## src/rtl/drd_pkg.sv

```systemverilog
package drd_pkg;
   typedef enum logic [2:0] {
      K_OFF        = 3'd0,
      K_MRANGE     = 3'd1,
      K_MRANGE_OFS = 3'd2,
      K_MBM        = 3'd3,
      K_MBM_OFS    = 3'd4,
      K_MSLICE     = 3'd5,
      K_IOBM       = 3'd6,
      K_IOSLICE    = 3'd7
   } dkind_t;

   localparam int PAGE_SH     = 12;
   localparam int MSLICE_SH   = 14;
   localparam int MREGION_SH  = 18;
   localparam int IOREGION_SH = 3;
endpackage

```

## src/rtl/desc_slot.sv

```systemverilog
module desc_slot
   import drd_pkg::*;
#(
   parameter int ADDR_W   = 32,
   parameter int PORT_W   = 3,
   parameter int SUB_PORT = 0,
   parameter bit OFS_EN   = 1'b1
) (
   input  logic              clk,
   input  logic              rst_n,
   input  logic              we,
   input  dkind_t            kind_i,
   input  logic [PORT_W-1:0] port_i,
   input  logic [ADDR_W-1:0] a_i,
   input  logic [ADDR_W-1:0] b_i,
   input  logic [ADDR_W-1:0] off_i,
   input  logic              lk_io,
   input  logic [ADDR_W-1:0] lk_addr,
   output logic              hit_o,
   output logic [PORT_W-1:0] port_o,
   output logic [ADDR_W-1:0] addr_o,
   output logic              sub_o
);
   dkind_t            kind_q;
   logic [PORT_W-1:0] port_q;
   logic [ADDR_W-1:0] a_q, b_q;
   logic [ADDR_W-1:0] ofs_addr;

   always_ff @(posedge clk or negedge rst_n) begin
      if (!rst_n) begin
         kind_q <= K_OFF;
         port_q <= '0;
         a_q    <= '0;
         b_q    <= '0;
      end else if (we) begin
         kind_q <= kind_i;
         port_q <= port_i;
         a_q    <= a_i;
         b_q    <= b_i;
      end
   end

   generate
      if (OFS_EN) begin : g_ofs
         logic [ADDR_W-1:0] off_q;
         always_ff @(posedge clk or negedge rst_n) begin
            if (!rst_n)  off_q <= '0;
            else if (we) off_q <= off_i;
         end
         assign ofs_addr = lk_addr + off_q;
      end else begin : g_no_ofs
         assign ofs_addr = lk_addr;
      end
   endgenerate

   logic in_rng, bm_eq, in_mreg, in_ioreg, mslice_bit, ioslice_bit;
   assign in_rng = (lk_addr[ADDR_W-1:PAGE_SH] >= a_q[ADDR_W-1:PAGE_SH]) &&
                   (lk_addr[ADDR_W-1:PAGE_SH] <= b_q[ADDR_W-1:PAGE_SH]);
   assign bm_eq       = ((lk_addr ^ a_q) & b_q) == '0;
   assign in_mreg     = lk_addr[ADDR_W-1:MREGION_SH] == a_q[ADDR_W-1:MREGION_SH];
   assign in_ioreg    = lk_addr[ADDR_W-1:IOREGION_SH] == a_q[ADDR_W-1:IOREGION_SH];
   assign mslice_bit  = b_q[lk_addr[MREGION_SH-1:MSLICE_SH]];
   assign ioslice_bit = b_q[lk_addr[IOREGION_SH-1:0]];

   always_comb begin
      hit_o  = 1'b0;
      sub_o  = 1'b0;
      addr_o = lk_addr;
      unique case (kind_q)
         K_MRANGE:     hit_o = !lk_io && in_rng;
         K_MRANGE_OFS: begin hit_o = !lk_io && in_rng; addr_o = ofs_addr; end
         K_MBM:        hit_o = !lk_io && bm_eq;
         K_MBM_OFS:    begin hit_o = !lk_io && bm_eq;  addr_o = ofs_addr; end
         K_MSLICE:     begin hit_o = !lk_io && in_mreg; sub_o = !mslice_bit; end
         K_IOBM:       hit_o = lk_io && bm_eq;
         K_IOSLICE:    begin hit_o = lk_io && in_ioreg; sub_o = !ioslice_bit; end
         default:      hit_o = 1'b0;
      endcase
      port_o = sub_o ? PORT_W'(SUB_PORT) : port_q;
   end
endmodule

```

## src/rtl/desc_pick.sv

```systemverilog
module desc_pick #(
   parameter int NUM_DESC = 4,
   parameter int ADDR_W   = 32,
   parameter int PORT_W   = 3,
   parameter int SUB_PORT = 0
) (
   input  logic [NUM_DESC-1:0]             hit,
   input  logic [NUM_DESC-1:0][PORT_W-1:0] port_v,
   input  logic [NUM_DESC-1:0][ADDR_W-1:0] addr_v,
   input  logic [NUM_DESC-1:0]             sub_v,
   input  logic [ADDR_W-1:0]               req_addr,
   output logic [PORT_W-1:0]               port_o,
   output logic [ADDR_W-1:0]               addr_o,
   output logic                            sub_o,
   output logic                            ovl_o
);
   always_comb begin
      port_o = PORT_W'(SUB_PORT);
      addr_o = req_addr;
      sub_o  = 1'b1;
      for (int i = NUM_DESC - 1; i >= 0; i--) begin
         if (hit[i]) begin
            port_o = port_v[i];
            addr_o = addr_v[i];
            sub_o  = sub_v[i];
         end
      end
      ovl_o = $countones(hit) > 1;
   end
endmodule

```

## src/rtl/desc_route_dec.sv

```systemverilog
module desc_route_dec
   import drd_pkg::*;
#(
   parameter int ADDR_W   = 32,
   parameter int NUM_DESC = 4,
   parameter int PORT_W   = 3,
   parameter int SUB_PORT = 0,
   parameter bit OFS_EN   = 1'b1,
   localparam int IDX_W   = (NUM_DESC > 1) ? $clog2(NUM_DESC) : 1
) (
   input  logic              clk,
   input  logic              rst_n,
   input  logic              cfg_we,
   input  logic [IDX_W-1:0]  cfg_idx,
   input  logic [2:0]        cfg_kind,
   input  logic [PORT_W-1:0] cfg_port,
   input  logic [ADDR_W-1:0] cfg_a,
   input  logic [ADDR_W-1:0] cfg_b,
   input  logic [ADDR_W-1:0] cfg_off,
   input  logic              req_valid,
   input  logic              req_io,
   input  logic [ADDR_W-1:0] req_addr,
   output logic              res_valid,
   output logic [PORT_W-1:0] res_port,
   output logic [ADDR_W-1:0] res_addr,
   output logic              res_sub,
   output logic              res_overlap
);
   generate
      if (ADDR_W < MREGION_SH + 2) begin : g_bad_aw
         $error("ADDR_W too small for the hole-map region");
      end
      if (NUM_DESC < 2) begin : g_bad_nd
         $error("NUM_DESC must be at least 2");
      end
      if (SUB_PORT >= (1 << PORT_W)) begin : g_bad_sp
         $error("SUB_PORT does not fit in PORT_W");
      end
   endgenerate

   logic [NUM_DESC-1:0]             hit_v, sub_v;
   logic [NUM_DESC-1:0][PORT_W-1:0] port_v;
   logic [NUM_DESC-1:0][ADDR_W-1:0] addr_v;

   genvar g;
   generate
      for (g = 0; g < NUM_DESC; g++) begin : g_slot
         desc_slot #(
            .ADDR_W(ADDR_W), .PORT_W(PORT_W), .SUB_PORT(SUB_PORT), .OFS_EN(OFS_EN)
         ) u_slot (
            .clk    (clk),
            .rst_n  (rst_n),
            .we     (cfg_we && (cfg_idx == IDX_W'(g))),
            .kind_i (dkind_t'(cfg_kind)),
            .port_i (cfg_port),
            .a_i    (cfg_a),
            .b_i    (cfg_b),
            .off_i  (cfg_off),
            .lk_io  (req_io),
            .lk_addr(req_addr),
            .hit_o  (hit_v[g]),
            .port_o (port_v[g]),
            .addr_o (addr_v[g]),
            .sub_o  (sub_v[g])
         );
      end
   endgenerate

   logic [PORT_W-1:0] pk_port;
   logic [ADDR_W-1:0] pk_addr;
   logic              pk_sub, pk_ovl;

   desc_pick #(
      .NUM_DESC(NUM_DESC), .ADDR_W(ADDR_W), .PORT_W(PORT_W), .SUB_PORT(SUB_PORT)
   ) u_pick (
      .hit     (hit_v),
      .port_v  (port_v),
      .addr_v  (addr_v),
      .sub_v   (sub_v),
      .req_addr(req_addr),
      .port_o  (pk_port),
      .addr_o  (pk_addr),
      .sub_o   (pk_sub),
      .ovl_o   (pk_ovl)
   );

   always_ff @(posedge clk or negedge rst_n) begin
      if (!rst_n) begin
         res_valid   <= 1'b0;
         res_port    <= '0;
         res_addr    <= '0;
         res_sub     <= 1'b0;
         res_overlap <= 1'b0;
      end else begin
         res_valid <= req_valid;
         if (req_valid) begin
            res_port    <= pk_port;
            res_addr    <= pk_addr;
            res_sub     <= pk_sub;
            res_overlap <= pk_ovl;
         end
      end
   end
endmodule

```

## config.mk

```make
export PLATFORM = sky130hd
export DESIGN_NAME = desc_route_dec
export DESIGN_NICKNAME = d
export VERILOG_FILES = /design/src/rtl/drd_pkg.sv /design/src/rtl/desc_slot.sv /design/src/rtl/desc_pick.sv /design/src/rtl/desc_route_dec.sv
export SDC_FILE = /design/constraint.sdc
export NUM_CORES = 1
export LEC_CHECK = 0
export CAP_MARGIN = 15
export CORE_MARGIN = 8
export CORE_UTILIZATION = 44
export CTS_CLUSTER_DIAMETER = 120
export CTS_CLUSTER_SIZE = 28
export DETAILED_ROUTE_END_ITERATION = 10
export GPL_ROUTABILITY_DRIVEN = 1
export PLACE_DENSITY = 0.67
export SYNTH_ARGS = -nofsm -noshare
export SYNTH_HDL_FRONTEND = slang
export SYNTH_SLANG_ARGS = --single-unit
```

## constraint.sdc

```tcl
create_clock -name clk -period 6.8 [get_ports clk]
set_clock_uncertainty 0.15 [all_clocks]
set_input_delay 1.36 -clock clk [delete_from_list [all_inputs] [get_ports clk]]
set_output_delay 1.36 -clock clk [all_outputs]
set_load 0.01 [all_outputs]
```

# After elaboration in Yosys (flattened, before gate mapping)
# Index checks and enable logic that the tools add are counted.
# classes
add_sub_neg	7
magnitude_cmp	11
eq_ne	39
n_mux	44
bitwise_logic	8
n_reduce_logical	54
# op_table
operator	n
$mux W32	8
$add A32 B32 Y32	5
$and A32 B32 Y32	4
$logic_not A32 Y1	4
$xor A32 B32 Y32	4
$eq A29 B29 Y1	4
$ge A20 B20 Y1	4
$le A20 B20 Y1	4
$eq A14 B14 Y1	4
$eq A3 B3 Y1 const B	16
$gt A32 B2 Y1 const B	1
$logic_and A1 B1 Y1	28
$eq A3 B2 Y1 const B	8
$mux W3	8
$reduce_or A2 Y1	12
$pmux W1 S5	4
$bmux W1 S4	4
$bmux W1 S3	4
$eq A3 B1 Y1 const B	4
$mux W1	12
$logic_not A1 Y1	9
$pmux W1 S2	4
$lt A3 B6 Y1 const B	1
$lt A4 B6 Y1 const B	1
4 further kinds	6
# totals
regBits	446
in_bits	141
out_inout_bits	38
elab_cells	188

# Longest topological paths before layout
# Gate-level depths: netlist of the first run.
# depth
depth_word	9
ltp_mapped	17
ltp_nobuf	15

# By module
# A second synthesis of the first run with hierarchy kept.
# unflattened
cells_unflattened	3354
hier_area_um2	31976.9
# by_module_without_submodules
mod	n_inst	cells_per_inst	area_each_um2	seq_area_each_um2
desc_slot at g_slot[1].u_slot	1	780	7290.7	2552.4
desc_slot at g_slot[0].u_slot	1	777	7229.4	2552.4
desc_slot at g_slot[2].u_slot	1	767	7221.9	2552.4
desc_slot at g_slot[3].u_slot	1	770	7211.9	2552.4
desc_route_dec	1	83	1582.8	950.9
desc_pick	1	177	1440.1	0.0

# Worst setup path before layout of the first run
# No wires, ideal clock.
# synth_timing
path_type	input to register
from	input port req_addr[1]
to	register res_addr[30]
setup_ns	0.142
arrival_ns	4.711
required_time_ns	6.508
setup_slack_ns	1.796
stages	15
path_buffers	2
cell_sequence	clkbuf_1 clkbuf_1 inv_1 fa_1 nor2b_1 o31ai_1 a31oi_1 nor2_1 o21ai_0 a31oi_1 or3b_2 a31oi_1 xor2_1 o2111ai_1 o221ai_1
# synth_between
elab_chain_len	9
elab_cells_between_ends	36
classes_between	add/sub (4); mux (12); bitwise (8); reduce/logical (12)
# synth_lines
element	line_no	source
from (decl)	desc_route_dec.sv:22	input logic [ADDR_W-1:0] req_addr,
branches (longest 8 deep; another with $add A32 B32 Y32)	n/a	
$mux W32 (*)	desc_pick.sv:22	if (hit[i]) begin
to (signal assigned)	desc_route_dec.sv:98	res_addr <= pk_addr;
to (decl)	desc_route_dec.sv:25	output logic [ADDR_W-1:0] res_addr,
# Mark *: on every way between the ends.
# A chain may end at the register's enable or synchronous reset.

# Worst setup path after layout of the first run
# layout_timing
from	input port req_addr[27]
to	register res_overlap
# layout_between
elab_chain_len	8
elab_cells_between_ends	60
classes_between	add/sub (3); order compare (9); eq/ne (8); mux (4); bitwise (8); reduce/logical (28)
# layout_lines
element	line_no	source
branches (longest 6 deep; another with $ge A20 B20 Y1)	n/a	
$add A32 B32 Y32 (not written as such) (*)	desc_pick.sv:28	ovl_o = $countones(hit) > 1;
$gt A32 B2 Y1 (*)	desc_pick.sv:28	
to (signal assigned)	desc_route_dec.sv:100	res_overlap <= pk_ovl;
to (decl)	desc_route_dec.sv:27	output logic res_overlap
# Marked as above.

==> results, run 1 <==
- The run finished with clean final reports.
- TritonCTS built the clock tree.
- The finished cells cover 34400 sq um.
- The post-route clock period utilization is 0.820.
- The number of nets handed over by synthesis was between 3000 and 4000.
- At the pin with the least slew margin, the transition time is between 1000 and 1500 ps.
- The number of placement rows is 96.
- The final-report hold violation count came to 0.
- The number of cells traversed by the worst hold path is 1.
- The worst register-to-register path has a depth of 15.
- Leaving out fill and tap cells, the most frequent cells in the layout are 446 x dfrtp_1, 373 x mux2_2, 286 x ha_1.
- The width of the die is about 280 um.
- The average cell area after synthesis is 10.1 sq um.
- After detailed placement, the total cell area comes to 33700 sq um.
- The initial utilization of the core area, before any placement, comes to 0.445.
- The H-tree depth reported by CTS is 1.
- The share of layout cells above drive strength 1 is 0.166.
- The leading cell type in the layout, fill and taps excluded is dfrtp_1.
- STA puts the critical path data required time at a little over 7000 ps.
- The path with the worst hold slack has its endpoint at g_slot[2].u_slot.a_q[19]$_DFFE_PN0P_.
- The average wire length per cell after detail routing is around 26 um.
- Of the total power, registers draw 0.395.
- At the later pin of the worst-skew pair, clock insertion delay measures 610 ps.
- The area of the multi-input gates is roughly 18000 sq um.
- The number of nets with antenna violations after routing is 0.
- Clock tree synthesis inserted a total of 22 buffers.
- The clock share of power is 0.177.
- The startpoint identified for the worst hold timing path is g_slot[2].u_slot.a_q[19]$_DFFE_PN0P_.
- The final max-slew violation count is 0.
- The leading register cell type out of synthesis is dfrtp_1.
- The global routing usage summed across all routing layers is 0.264.
- Summing all flip-flop and latch instances after layout gives 11200 sq um.
- After detailed routing, the number of remaining DRC violations is 0.
- Counting stages on the worst path, the most repeated cell is a21oi_1.
- Of the total power, the share spent switching nets is 0.395.
- The internal power is 0.00549 W.
- In the synthesized netlist the async set-or-reset flop fraction comes to 1.00.
- In this run the power spent charging and discharging nets is approximately 0.0036 W.
- Dividing total power by cell area gives a power density of 264 nW/um^2.
- No sink is reached through more buffers than the 3 on the longest clock path.
- The routed layout has roughly 25000 vias.
- 179 I/O pins were placed.
- The synthesized netlist occupies a cell area of 30600 sq um.
- The die is 280 um tall.
- For this run, the slowest stage of the critical path takes 870 ps.
- The share of total power dissipated in combinational logic is 0.429.
- The number of nets in the layout is 3620.
- The wire length after detailed routing is 106000 um.
- Of the synthesized area, sequential elements account for 0.365.
- Port buffering added around 180 buffers.
- The end of the worst register-to-register path is res_overlap$_DFFE_PN0P_.
- The launch instance of the worst register-to-register path is g_slot[0].u_slot.a_q[21]$_DFFE_PN0P_.
- The number of flops mapped to enable cells by yosys is 0.
- The post-synthesis to final-layout area growth is 12.3%.
- The clock net in this run drives a total of 446 sinks.
- The number of setup buffers added after CTS is 0.
- The weighted congestion at the end of routability-driven global placement is about 1.
- The critical path goes through clkdlybuf4s50_1, ha_1, a21oi_1, o21ai_0, o211ai_1, a21oi_1, a2111oi_0, buf_4, a211oi_1, a211o_2, ha_1, and2_1, fa_1, nor2_1, a21oi_1.
- The number of antenna violations at the first check in global routing was 5.
- In this run, distinct cell masters in the synthesized netlist total 76.
- The instance count of the mapped netlist is 3043.
- The internal reg-to-reg setup slack is 2430 ps.
- VDD sags by at most 0.170 mV.
- Detailed placement finished with a half-perimeter wire length of 82100 um.
- Derived from the worst setup path, the maximum achievable clock frequency is between 0.15 and 0.2 GHz.
- Buffers inserted to repair hold after CTS numbered 0.
- At the worst endpoint, the arrival time is 5870 ps.
- The first TritonRoute pass finished after 6 iterations.
- The final-layout fill cell count is 6434.
- In this run the worst hold path is classified as reg -> reg.
- Once the clock tree was built, the resizer swapped 0 gates to a different size.
- The overall overflow remaining after global route is 0.
- Counting I/O delays and the setup requirement, the final critical path takes 5580 ps.
- The number of endpoints failing setup at the final stage is 0.
- The violation count after the first detailed-route iteration is around 2500.
- The cell with the largest stage delay on the worst path is a2111oi_0.
- The startpoint type of the worst setup path is an input port.
- The relative slew slack is 0.298.
- By startpoint and endpoint, the worst setup path is classified as in -> reg.
- The number of global-route vias before repair is 24700.
- The tool flagged a number of max-cap violations equal to 0.
- The die outline area is 78300 sq um.
- Entering global routing, the biggest net connects 156 pins.
- The synthesized design contains 446 register bits.
- Along the worst path, the maximum fanout reaches 9.
- The utilization after layout is 0.500.
- The final sum of negative setup slack is 0 ps.
- The core region is 68700 sq um.
- The first global-routing pass estimated roughly 160000 um of wire.
- After detailed routing, the number of vias per cell comes to 6.16.
- Clock-pin slew was measured on the worst setup and hold paths at 110 ps.
- The capturing element type of the critical path is a flip-flop.
- The analysis attributes to cell leakage a power of around 15 nW.
- Setup repair after global routing left no endpoint under its margin.
- During synthesis, Yosys emitted a total of 0 warnings.
- The clock root buffer master is clkbuf_16.
[Yosys cell counts, drive strengths merged (6+ instances only)]
library cell	instances	area (sq um)
a2111oi	9	97.6
a211o	9	78.8
a211oi	42	315
a21boi	6	45.0
a21o	70	526
a21oi	169	846
a221o	10	100
a221oi	16	140
a22o	6	52.6
a22oi	22	165
a31oi	35	219
and2	10	62.6
and3	20	125
and4	8	70.1
buf	12	56.3
clkbuf	117	439
dfrtp	446	11200
ha	286	3580
inv	207	777
mux2	375	4230
mux2i	18	180
mux4	28	631
nand2	206	773
nand2b	52	325
nand3	47	235
nand3b	7	52.6
nand4	47	294
nor2	127	477
nor2b	26	163
nor3	38	190
nor4	18	113
o2111ai	13	114
o211ai	35	263
o21a	25	188
o21ai	169	846
o21bai	18	135
o221ai	12	111
o22ai	26	163
o311ai	7	61.3
o31ai	13	97.6
or2	7	43.8
or3	10	62.6
xnor2	59	517
xor2	92	806
[worst max path at each step]
stage | slack [ps] | startpoint | to | depth (start not counted)
global placement | 740 | req_addr[22] | res_overlap$_DFFE_PN0P_ | 14
CTS | 1390 | req_addr[27] | res_overlap$_DFFE_PN0P_ | 15
floorplan | 1800 | req_addr[1] | res_addr[30]$_DFFE_PN0P_ | 15
detailed placement | 790 | req_addr[22] | res_overlap$_DFFE_PN0P_ | 14
finish | 1220 | req_addr[27] | res_overlap$_DFFE_PN0P_ | 15
global route | 1200 | req_addr[21] | res_addr[21]$_DFFE_PN0P_ | 15
[cell type report]
type / count / area share
Antenna cell: 1 / 0.0000728
Clock buffer: 22 / 0.0160
Clock inverter: 10 / 0.00357
Inverter: 208 / 0.0227
Multi-Input combinational cell: 2260 / 0.530
Sequential cell: 446 / 0.325
Tap cell: 931 / 0.0339
Timing Repair Buffer: 250 / 0.0691
[critical path: cells and delay by family]
kind,cells,cell delay [ps]
AO/OA/AOI/OAI,8,2000
AND/OR/NAND/NOR,2,280
buffers and inverters,2,1100
adder cells (fa/ha/maj),3,1120
[cells by family (layout without fill, tap and decap cells)]
group                    Yosys count  count (layout)  share of synthesized area
AND/OR/NAND/NOR                  637             637                      0.102
adder cells (fa/ha/maj)          291             291                      0.120
other                              0               1                          0
XOR/XNOR                         151             151                     0.0432
buffers and inverters            337             490                     0.0417
AO/OA/AOI/OAI                    760             760                      0.164
flip-flops                       446             446                      0.365
multiplexers                     421             421                      0.165
[per-layer routing]
layer	wire [um]	up-vias	share of wire	GRT usage
met1	45400	12600	0.43	0.370
li1	-	11500	-	-
met4	4460	6	0.042	0.0968
met5	41	-	0.00039	0
met2	46300	1182	0.44	0.403
met3	9780	214	0.092	0.0501
[through the flow]
stage	hold WS [ps]	cells	setup WS [ps]	total power, W
floorplan	322	3043	1800	0.00602
global placement	330	4095	743	0.00739
detailed placement	331	4095	791	0.00743
CTS	360	4127	1390	0.00904
global route	374	4127	1200	0.00957
finish	366	4128	1220	0.00908
[power groups by stage]
stage	sequential [W]	clock [W]	combinational, W
2_1_floorplan	0.00344	0	0.00258
3_3_place_gp	0.00361	0	0.00378
3_5_place_dp	0.00363	0	0.00380
4_1_cts	0.00357	0.00164	0.00383
5_1_grt	0.00364	0.00171	0.00422
6_report	0.00358	0.00160	0.00389
[registers in the layout, indices dropped and copies added, names as in the netlist]
name,flops
g_slot.u_slot.a_q,128
g_slot.u_slot.b_q,128
g_slot.u_slot.g_ofs.off_q,128
g_slot.u_slot.kind_q,12
g_slot.u_slot.port_q,12
res_addr,32
res_overlap,1
res_port,3
res_sub,1
res_valid,1
Power figures use the tool's default switching activity.
==> inputs of run 2 (changes only) <==
PLACE_DENSITY = 0.69   (was 0.67)
clock period = 4.8 ns   (was 6.8 ns; I/O delays follow)
==> run 2 against run 1 <==
Routed wire length grew 6.4%; final cell count up 7.5%; register-to-register slack got worse by 1700 ps; sequential power is 41% higher; first-iteration DRC count decreased by 4.1%; final area increased by 7.8%; sequential share of layout area is 2.4 points lower; die area unchanged; critical endpoint is now res_addr[9]$_DFFE_PN0P_; largest cell class unchanged.
==> results, run 2 (synthesis gave the netlist of run 1 again) <==
- Clock tree synthesis inserted a total of 22 buffers.
- TritonCTS built the clock tree.
- The ratio of routed vias to standard cells is 5.96.
- The library cell used most frequently in the layout, excluding fill and tap cells, is dfrtp_1.
- Across every metal layer, demand over resource in global routing totals 0.281.
- After detailed routing, the number of remaining DRC violations is 0.
- The wire length after detailed routing is roughly 110000 um.
- The cell area power density is 368 nW/um^2.
- The number of global-route vias before repair was 26100.
- For this design, the CTS-stage hold fixing added 0 buffers.
- In the finished design, the share of the clock period the worst path needs comes to 0.948.
- Routability-driven placement finished with a final weighted congestion of approximately 1.
- The tool flagged a number of max-cap violations equal to 0.
- The largest registers in the layout are g_slot.u_slot.a_q (128), g_slot.u_slot.b_q (128), g_slot.u_slot.g_ofs.off_q (128).
- The clock net in this run drives a total of 446 sinks.
- The number of antenna violations at the first check in global routing is 1.
- The path depth of the worst reg2reg path is 15.
- The number of primary I/O pins is 179.
- The final layout contains between 3000 and 4000 nets.
- CTS placed an instance of clkbuf_16 at the clock tree root.
- The core area is a little under 70000 sq um.
- The path type of the worst min-delay path is in -> async.
- The relative slew slack is 0.193.
- The slew at the pin closest to its max-slew limit is 1210 ps.
- The buffering stage count on the worst path with inverters included is 5.
- Data arrives at the worst endpoint at a little under 5000 ps.
- The worst register-to-register path ends at res_addr[14]$_DFFE_PN0P_.
- The starting density of the core is 0.445.
- The worst register-to-register path begins at g_slot[3].u_slot.b_q[19]$_DFFE_PN0P_.
- The signal on the critical path passes through clkdlybuf4s50_1, buf_4, ha_1, buf_4, nand4_1, nor4_1, nand4_1, a31oi_1, nand2_2, buf_4, buf_4, mux2i_1, o21ai_0, o221ai_1.
- From left edge to right edge, the die measures 280 um.
- The cell with the largest stage delay on the worst path is nor4_1.
- The worst register-to-register path has a setup slack of 740 ps.
- The setup path with the least slack is of type in -> reg.
- Counting along the longest clock path gives a buffer depth of 3.
- After global routing the overflow that remains totals 0.
- Across all layers, the routed design uses 26500 vias.
- The critical path's largest stage delay is roughly 630 ps.
- The run finished with clean final reports.
- The endpoint of the most critical setup path is res_addr[9]$_DFFE_PN0P_.
- The worst-case vdd ir drop is roughly 0.26 mV.
- The largest delay contributor family on the critical path is simple AND/OR/NAND/NOR gates.
- In this run the worst setup path begins at req_addr[30].
- The number of nets with antenna violations after routing is 0.
- For this design the static power due to leakage is 16.9 nW.
- The detailed-router iteration count before antenna repair is 7.
- The time the final worst path needs with I/O delays and setup is 4550 ps.
- Counting buffers and inverters, the worst setup path is 14 cells deep.
- The die covers 78300 sq um.
- The required time at the endpoint of the critical path is between 5000 and 6000 ps.
- In the final timing run, aggregate negative setup slack is 0 ps.
- The placed wire-length estimate after detailed placement is 90100 um.
- The repair_antennas step left the layout with diodes totalling 0.
- The worst setup path is captured at a flip-flop.
- The utilization after layout is 0.539.
- The maximum fanout along the worst path is 9.
- Setup repair after global routing left no endpoint under its margin.
- At the later pin of the worst-skew pair, clock insertion delay measures 600 ps.
- In this run the tool buffered the top-level ports with 178 buffer cells.
- Among the stages of the critical path, the cell type that occurs most often is buf_4.
- In the layout the commonest cells are 446 x dfrtp_1, 373 x mux2_2, 350 x buf_4.
- Setup violations remaining at the end of the flow were counted as 0.
- The H-tree depth reported by CTS is 1.
- The final-report hold violation count is 0.
- The post-synthesis to final-layout area growth is 21.1%.
- The highest achievable clock rate is about 0.22 GHz.
- The average wire length per cell after detail routing is 25.4 um.
- The worst setup path is launched from an input port.
- Entering global routing, the biggest net connects ~140 pins.
- The final max-slew violation count was 0.
- In the final layout, the share of cells above drive strength 1 is 0.240.
- After clock tree synthesis, the clock-pin slew on the worst setup and hold paths is 110 ps.
- The number of placement rows is between 90 and 100.
- The first global-routing pass estimated about 170000 um of wire.
- The violation count after the first detailed-route iteration is 2424.
- The height of the chip is 280 um.
## run 2: power by group
part	internal, W	total, W	switching, W
combinational	0.00294	0.00624	0.00330
clock	0.000917	0.00232	0.00141
sequential	0.00447	0.00506	0.000596
## run 2: what timing repair did
action                                 in CTS  in global routing
buffers inserted                            0                  0
endpoints found under the hold margin       0                  0
setup endpoints to repair                   0                  2
gates resized for setup                     0                  3
## run 2: per-layer routing
| layer | global-route usage | part of all wire | wire [um] |
|---|---|---|---|
| met1 | 0.388 | 0.44 | 49200 |
| met2 | 0.448 | 0.45 | 50500 |
| met3 | 0.0393 | 0.071 | 8030 |
| met4 | 0.103 | 0.045 | 5090 |
| met5 | 0 | 0.000098 | 11 |
## run 2: worst min path at each step
stage	endpoint	startpoint	slack, ps	cells after the start
6_report	g_slot[2].u_slot.a_q[20]$_DFFE_PN0P_	rst_n	300	1
5_1_grt	g_slot[2].u_slot.a_q[20]$_DFFE_PN0P_	rst_n	340	1
4_1_cts	g_slot[2].u_slot.a_q[20]$_DFFE_PN0P_	rst_n	310	1
3_5_place_dp	g_slot[2].u_slot.b_q[21]$_DFFE_PN0P_	g_slot[2].u_slot.b_q[21]$_DFFE_PN0P_	340	1
3_3_place_gp	g_slot[0].u_slot.port_q[2]$_DFFE_PN0P_	g_slot[0].u_slot.port_q[2]$_DFFE_PN0P_	340	1
2_1_floorplan	g_slot[0].u_slot.port_q[0]$_DFFE_PN0P_	g_slot[0].u_slot.port_q[0]$_DFFE_PN0P_	320	1
## run 2: area by class of cell
type,count,area (sq um)
clock inverter,9,104
clock buffer,24,579
multi-input combinational,2260,18200
fill,6254,31600
inverter,208,781
timing repair buffer,561,5060
sequential,446,11200
tap,931,1160
## run 2: stage by stage
step	setup slack [ps]	area, sq um	cells	total power, W	hold slack [ps]
global route	49.6	37100	4439	0.0143	342
floorplan	196	30600	3043	0.00853	322
global placement	-362	36400	4406	0.0112	336
CTS	177	37100	4439	0.0136	311
finish	251	37100	4439	0.0136	296
detailed placement	-410	36400	4406	0.0112	343
## run 2: worst register-to-register path, stage by stage (launching register included)
cell and delay, ps:
dfrtp_1 410, inv_1 160, ha_1 290, a21oi_1 170, o21ai_1 100, a221o_1 400, a2111oi_4 380, o221ai_2 160
or3_1 440, mux2_4 330, buf_4 160, mux2i_1 360, buf_4 190, nor2_1 40, o21bai_1 140, a22o_1 130
